`src/rtl/nvm_page_ctrl.sv`:
```
module nvm_page_ctrl #(
  parameter int ADDR_W      = 16,
  parameter int PAGE_BYTES  = 32,
  parameter int NUM_PAGES   = 8,
  parameter int PROG_CYCLES = 64,
  parameter logic [ADDR_W-1:0] WIN_BASE = 16'h1400,
  parameter logic [ADDR_W-1:0] REG_BASE = 16'h1000
) (
  input  logic              clk,
  input  logic              rst_n,
  input  logic              bus_req,
  input  logic              bus_we,
  input  logic [ADDR_W-1:0] bus_addr,
  input  logic [7:0]        bus_wdata,
  output logic [7:0]        bus_rdata,
  input  logic              unlock,
  output logic              busy,
  output logic              done_irq
);
  localparam int OFF_W    = $clog2(PAGE_BYTES);
  localparam int PG_W     = $clog2(NUM_PAGES);
  localparam int EA_W     = OFF_W + PG_W;
  localparam int EE_BYTES = PAGE_BYTES * NUM_PAGES;
  localparam int CNT_W    = $clog2(PROG_CYCLES + 1);
  localparam logic [ADDR_W:0] EE_SZ = (ADDR_W+1)'(EE_BYTES);
  localparam logic [2:0] SEL_CMD = 3'd0, SEL_STAT = 3'd1, SEL_FLAG = 3'd2,
                         SEL_ALO = 3'd4, SEL_AHI = 3'd5;
  localparam logic [7:0] OP_WRITE = 8'h03, OP_CLEAR = 8'h04;

  logic [7:0]            mem  [EE_BYTES];
  logic [7:0]            pbuf [PAGE_BYTES];
  logic [PAGE_BYTES-1:0] pmark;
  logic [ADDR_W-1:0]     addr_q;
  logic [PG_W-1:0]       pg_q;
  logic                  busy_q, done_q;
  logic [CNT_W-1:0]      cnt;

  logic [ADDR_W-1:0] win_off;
  logic in_win, reg_hit, wr, st_win, cmd_wr, do_clr, do_prog, finish, flag_clr;
  logic [2:0] reg_sel;

  assign win_off  = bus_addr - WIN_BASE;
  assign in_win   = {1'b0, win_off} < EE_SZ;
  assign reg_hit  = bus_addr[ADDR_W-1:3] == REG_BASE[ADDR_W-1:3];
  assign reg_sel  = bus_addr[2:0];
  assign wr       = bus_req & bus_we;
  assign st_win   = wr & in_win & ~busy_q;
  assign cmd_wr   = wr & reg_hit & (reg_sel == SEL_CMD) & unlock & ~busy_q;
  assign do_clr   = cmd_wr & (bus_wdata == OP_CLEAR);
  assign do_prog  = cmd_wr & (bus_wdata == OP_WRITE);
  assign finish   = busy_q & (cnt == '0);
  assign flag_clr = wr & reg_hit & (reg_sel == SEL_FLAG) & bus_wdata[0];

  assign busy     = busy_q;
  assign done_irq = done_q;

  always_ff @(posedge clk or negedge rst_n) begin
    if (!rst_n) begin
      for (int i = 0; i < PAGE_BYTES; i++) pbuf[i] <= 8'hFF;
      pmark  <= '0;
      addr_q <= '0;
      pg_q   <= '0;
    end else if (do_clr) begin
      for (int i = 0; i < PAGE_BYTES; i++) pbuf[i] <= 8'hFF;
      pmark <= '0;
    end else if (st_win) begin
      pbuf[win_off[OFF_W-1:0]]  <= bus_wdata;
      pmark[win_off[OFF_W-1:0]] <= 1'b1;
      addr_q <= bus_addr;
      pg_q   <= win_off[EA_W-1:OFF_W];
    end
  end

  always_ff @(posedge clk or negedge rst_n) begin
    if (!rst_n) begin
      busy_q <= 1'b0;
      done_q <= 1'b0;
      cnt    <= '0;
    end else begin
      if (do_prog) begin
        busy_q <= 1'b1;
        cnt    <= CNT_W'(PROG_CYCLES - 1);
      end else if (finish) begin
        busy_q <= 1'b0;
      end else if (busy_q) begin
        cnt <= cnt - 1'b1;
      end
      if (finish)        done_q <= 1'b1;
      else if (flag_clr) done_q <= 1'b0;
    end
  end

  always_ff @(posedge clk or negedge rst_n) begin
    if (!rst_n) begin
      for (int i = 0; i < EE_BYTES; i++) mem[i] <= 8'hFF;
    end else if (finish) begin
      for (int i = 0; i < PAGE_BYTES; i++)
        mem[{pg_q, OFF_W'(i)}] <= pmark[i] ? pbuf[i] : 8'hFF;
    end
  end

  always_comb begin
    bus_rdata = 8'h00;
    if (in_win) bus_rdata = mem[win_off[EA_W-1:0]];
    else if (reg_hit) begin
      case (reg_sel)
        SEL_CMD:  bus_rdata = busy_q ? OP_WRITE : 8'h00;
        SEL_STAT: bus_rdata = {7'b0, busy_q};
        SEL_FLAG: bus_rdata = {7'b0, done_q};
        SEL_ALO:  bus_rdata = addr_q[7:0];
        SEL_AHI:  bus_rdata = 8'(addr_q >> 8);
        default:  bus_rdata = 8'h00;
      endcase
    end
  end
endmodule

```
`config.mk`:
```
export PLATFORM = sky130hd
export DESIGN_NAME = nvm_page_ctrl
export DESIGN_NICKNAME = d
export VERILOG_FILES = /design/src/rtl/nvm_page_ctrl.sv
export SDC_FILE = /design/constraint.sdc
export NUM_CORES = 2
export LEC_CHECK = 0
export ABC_AREA = 1
export BUFFER_PORTS_ARGS = -buffer_cell sky130_fd_sc_hd__buf_2
export CAP_MARGIN = 20
export CORE_MARGIN = 4
export CORE_UTILIZATION = 39
export CTS_CLUSTER_SIZE = 10
export DETAILED_ROUTE_END_ITERATION = 8
export PLACE_DENSITY_LB_ADDON = 0.08
export SETUP_SLACK_MARGIN = 0.15
export SLEW_MARGIN = 10
export SYNTH_ARGS = -nofsm -noshare
export SYNTH_HDL_FRONTEND = slang
export SYNTH_SLANG_ARGS = --single-unit
export TNS_END_PERCENT = 10
```
`constraint.sdc`:
```
create_clock -name clk -period 2.7 [get_ports clk]
set_clock_uncertainty 0.1 [all_clocks]
set_input_delay 0.405 -clock clk [delete_from_list [all_inputs] [get_ports clk]]
set_output_delay 0.405 -clock clk [all_outputs]
set_load 0.03 [all_outputs]
```
==> flow_results.org <==
** Outcome
- The flow ran to the end, but the final reports show violations.
- The final reports fail on negative setup slack.

** Hold path
- The worst hold path begins at bus_wdata[5].
- In this run the worst hold path is classified as input port to flop.

** Finish
- Summing all multi-input logic gate instances after layout gives 0.0433 mm2.
- Cell area after layout :: 0.134 mm2
- Number of fill cells :: 26.5k
- In the final layout, the share of cells above drive strength 1 is 0.315.
- Layout Utilization :: 0.487
- Total number of nets in the final design :: 13.9k
- Area taken by flip-flops and latches :: 0.0620 mm2
- Relative to the synthesized area, the layout overhead comes to 23.9%.

** Clocking
- Sink count of the clock tree :: 2361
- The H-tree was split into 5 levels.
- Number of buffers created by CTS :: 288
- The clock passes through at most 4 buffers.
- CTS Root Cell :: sky130_fd_sc_hd__clkbuf_16
- TritonCTS built the clock tree.
- Worst skew pair latency :: 910 ps
- Clock-pin transition on the worst setup and hold timing paths :: 60 ps

** Synthesis
- Most common cell in the netlist :: sky130_fd_sc_hd__nand2_1
- The Yosys step of the flow raised 0 warnings.
- Sorting the synthesized cells by area gives the leading types as sky130_fd_sc_hd__dfstp_2 (56%), sky130_fd_sc_hd__nand2_1 (21%), sky130_fd_sc_hd__o21ai_0 (9.3%).
- Most common library cells after synthesis :: sky130_fd_sc_hd__nand2_1 (5950), sky130_fd_sc_hd__dfstp_2 (2304), sky130_fd_sc_hd__o21ai_0 (1997)
- Post-Syn Instances :: 13.2k
- Cell accounting for the most synthesized area :: sky130_fd_sc_hd__dfstp_2
- Synth top area share :: 0.561
- Count of flip-flops with a built-in enable after synthesis :: 0
- Most common flop cell mapped by yosys :: sky130_fd_sc_hd__dfstp_2
- Synth async-reset ratio :: 1.00
- Per-instance average area after synthesis :: 8.17 um2
- Post-synthesis cell area :: 0.108 mm2
- The synthesized netlist contains 44 unique library cells.
- Of the synthesized area, sequential elements account for 0.574.
- After synthesis the netlist holds a flip-flop and latch count of 2361.
- Post-synthesis net count :: 13.2k

** Pwr
- Part of the total power dissipated in combinational logic :: 0.046
- Dividing total power by cell area gives a power density of 562 mW/mm2.
- Switching portion of total power :: 0.238
- Leak :: 55.0 nW
- Clock group share of total power :: 0.480
- Peak supply drop :: 0.000507 V
- Summed over all nets, the switching power comes to 17.9 mW.
- Of the total power, registers draw 0.473.
- Internal power comes to 57.3 mW.

** Timing
- Minimum setup slack in the final design :: -845 ps
- Setup repair after global routing could not meet its margin everywhere.
- Dividing the final minimum period by the clock period gives 1.31.
- Shortest clock period the worst path allows after layout :: 3550 ps
- Actual slew at the worst max-slew pin :: 1080 ps
- The final max-slew violation count came to 0.
- Timing would allow up to 282 MHz.
- The worst pin sits at a relative slew slack of 0.281.
- The number of hold-slack violations in the final timing report was 0.
- Total of endpoints with negative setup slack in the final report :: 135

** Route
- The routed design has 453000 um of wire.
- Total vias in the final route :: 95.3k
- Per-cell via count in the routed design :: 5.38
- Routed length per placed instance :: 25.5 um
- The first TritonRoute pass finished after 6 iterations.
- For this run, design rule violations remaining after detail routing come to 0.
- Detailed router's first-iteration violation count :: 9067
- DRT antenna net count :: 0

** Floorplanning
- Core Area :: 0.275 mm2
- Num ports :: 39
- Row generation in the floorplan step produced 192 rows.
- Area enclosed by the die boundary :: 0.285 mm2
- Horizontal die dimension :: 534 um
- Overall die height :: 534 um
- The initial utilization of the core area, before any placement, comes to 0.393.

** Critical path
- Cell breakdown of the critical path :: nand2_1 -> a21oi_2 -> o21ai_1 -> buf_4 -> nand2_1 -> buf_4 -> nor2_1 -> nand3_1 -> nand3_2 -> nand3_2 -> nand2_2 -> buf_12 -> nand2_4 -> buf_6 -> buf_6
- The worst register-to-register path begins at cnt[1].
- The worst setup path is launched from a flop.
- In this run the worst path has a maximum fanout of 2.
- Slowest cell on the critical path :: sky130_fd_sc_hd__dfstp_2
- Tracing the worst setup path back leads to its startpoint at mem[318].
- Highest cell delay on the worst timing path :: 530 ps
- Critical path capture point type :: primary output
- Worst setup path class :: flop to primary output
- At the worst endpoint, the arrival time is 3040 ps.
- For the worst setup path, the data required time is 2190 ps.

** Placed design
- The placed instances occupy a cell area of 0.121 mm2.
- Port buffer count :: 38
- Routability-driven placement finished with a final weighted congestion of 0.971.
- Dpl hpwl :: 305000 um

** GRT
- Global router's overall resource usage :: 0.302
- The first global-routing pass estimated 641000 um of wire.
- The via count of the first global-routing pass is 91.7k.
- For this run the aggregate overflow at the end of global routing stands at 0.
- Largest net degree at the start of global routing :: 169
- The initial antenna violation count is 13.

** Run
- Across the run, the number of max-cap violations was 0.
-- flip-flops by register name, indices dropped and copies added, names as in the netlist --
| signal | count |
|---|---|
| done_irq | 1 |
| addr_q | 16 |
| mem | 2048 |
| busy | 1 |
| cnt | 7 |
| pbuf | 256 |
| pmark | 32 |
-- placed cells by master (no fill, tap or decap), types with 209 or more instances in the layout --
master and instances:
sky130_fd_sc_hd__buf_12 250, sky130_fd_sc_hd__buf_4 829, sky130_fd_sc_hd__clkbuf_16 325, sky130_fd_sc_hd__dfstp_2 2304, sky130_fd_sc_hd__inv_1 331, sky130_fd_sc_hd__nand2_1 5680
sky130_fd_sc_hd__nand2_2 222, sky130_fd_sc_hd__nand3_1 209, sky130_fd_sc_hd__nor2_1 560, sky130_fd_sc_hd__o21ai_0 1797, sky130_fd_sc_hd__o21ai_1 211
-- layer usage --
metal,up-vias,GRT usage,part of all wire
met2,3541,0.477,0.45
met5,-,0,0.000024
li1,43700,-,-
met1,47100,0.407,0.42
met3,891,0.0359,0.063
met4,2,0.160,0.064
-- per-stage QoR --
step	std cells	TNS (ps)	setup WS [ps]	hold WS (ps)	total power, mW
after CTS	17600	-6190	-914	25.5	75.7
after global routing	17700	-14850	-897	83.3	77.4
final	17700	-15800	-845	73.1	75.2
after detailed placement	17200	-106680	-1520	334	39.4
after floorplan	13200	0	155	9.41	36.9
after global placement	17200	-96120	-1570	334	39.4
-- path summary, 6_finish.rpt --
| path | endpoint | slack [ps] | depth (start not counted) |
|---|---|---|---|
| max | bus_rdata[6] | -850 | 15 |
| min | pbuf[69] | 70 | 5 |
| max reg2reg | mem[516] | -10 | 11 |
| min reg2reg | addr_q[12] | 350 | 2 |
| max in group asynchronous | mem[483] | 1270 | 4 |
| min in group asynchronous | mem[822] | 260 | 2 |
-- final cells by class --
class / instances / area share
timing repair buffer: 1233 / 0.105
inverter: 376 / 0.0111
sequential: 2361 / 0.463
multi-input combinational: 9621 / 0.324
clock inverter: 23 / 0.00193
clock buffer: 406 / 0.0607
tap: 3686 / 0.0345
timing repair inverter: 1 / 0.0000842
antenna: 8 / 0.000150
-- power by group through the flow --
stage               combinational (mW)  sequential [mW]  clock, mW
global placement                  3.35             36.1          0
finish                            3.49             35.6       36.1
CTS                               3.41             35.6       36.8
global route                      3.66             35.6       38.2
detailed placement                3.37             36.1          0
floorplan                        0.809             36.1          0
-- timing repair --
| item | CTS | global route |
|---|---|---|
| cloned | 10 | 36 |
| pin swaps | 68 | 156 |
| resized for setup | 256 | 643 |
| hold buffers | 12 | 2 |
| setup buffers | 15 | 30 |
| endpoints found under the setup margin | 1833 | 1969 |
| endpoints found under the hold margin | 244 | 9 |
-- cells by family (layout without fill, tap and decap cells) --
group | after synthesis | after routing | synth area share
buffers and inverters | 1227 | 2039 | 0.0446
XOR/XNOR | 3 | 3 | 0.000243
AND/OR/NAND/NOR | 6922 | 6922 | 0.248
AO/OA/AOI/OAI | 2695 | 2695 | 0.133
other | 0 | 8 | 0
adder cells (fa/ha/maj) | 1 | 1 | 0.000116
flip-flops | 2361 | 2361 | 0.574
-- critical path, delay by kind of cell, from the launching register on --
kind                   cells  cell delay [ps]
DFF                        1              530
AOI/OAI and AO/OA          2              300
and+or+nand+nor            8              630
buffers and inverters      5              690
Power figures use the tool's default switching activity.
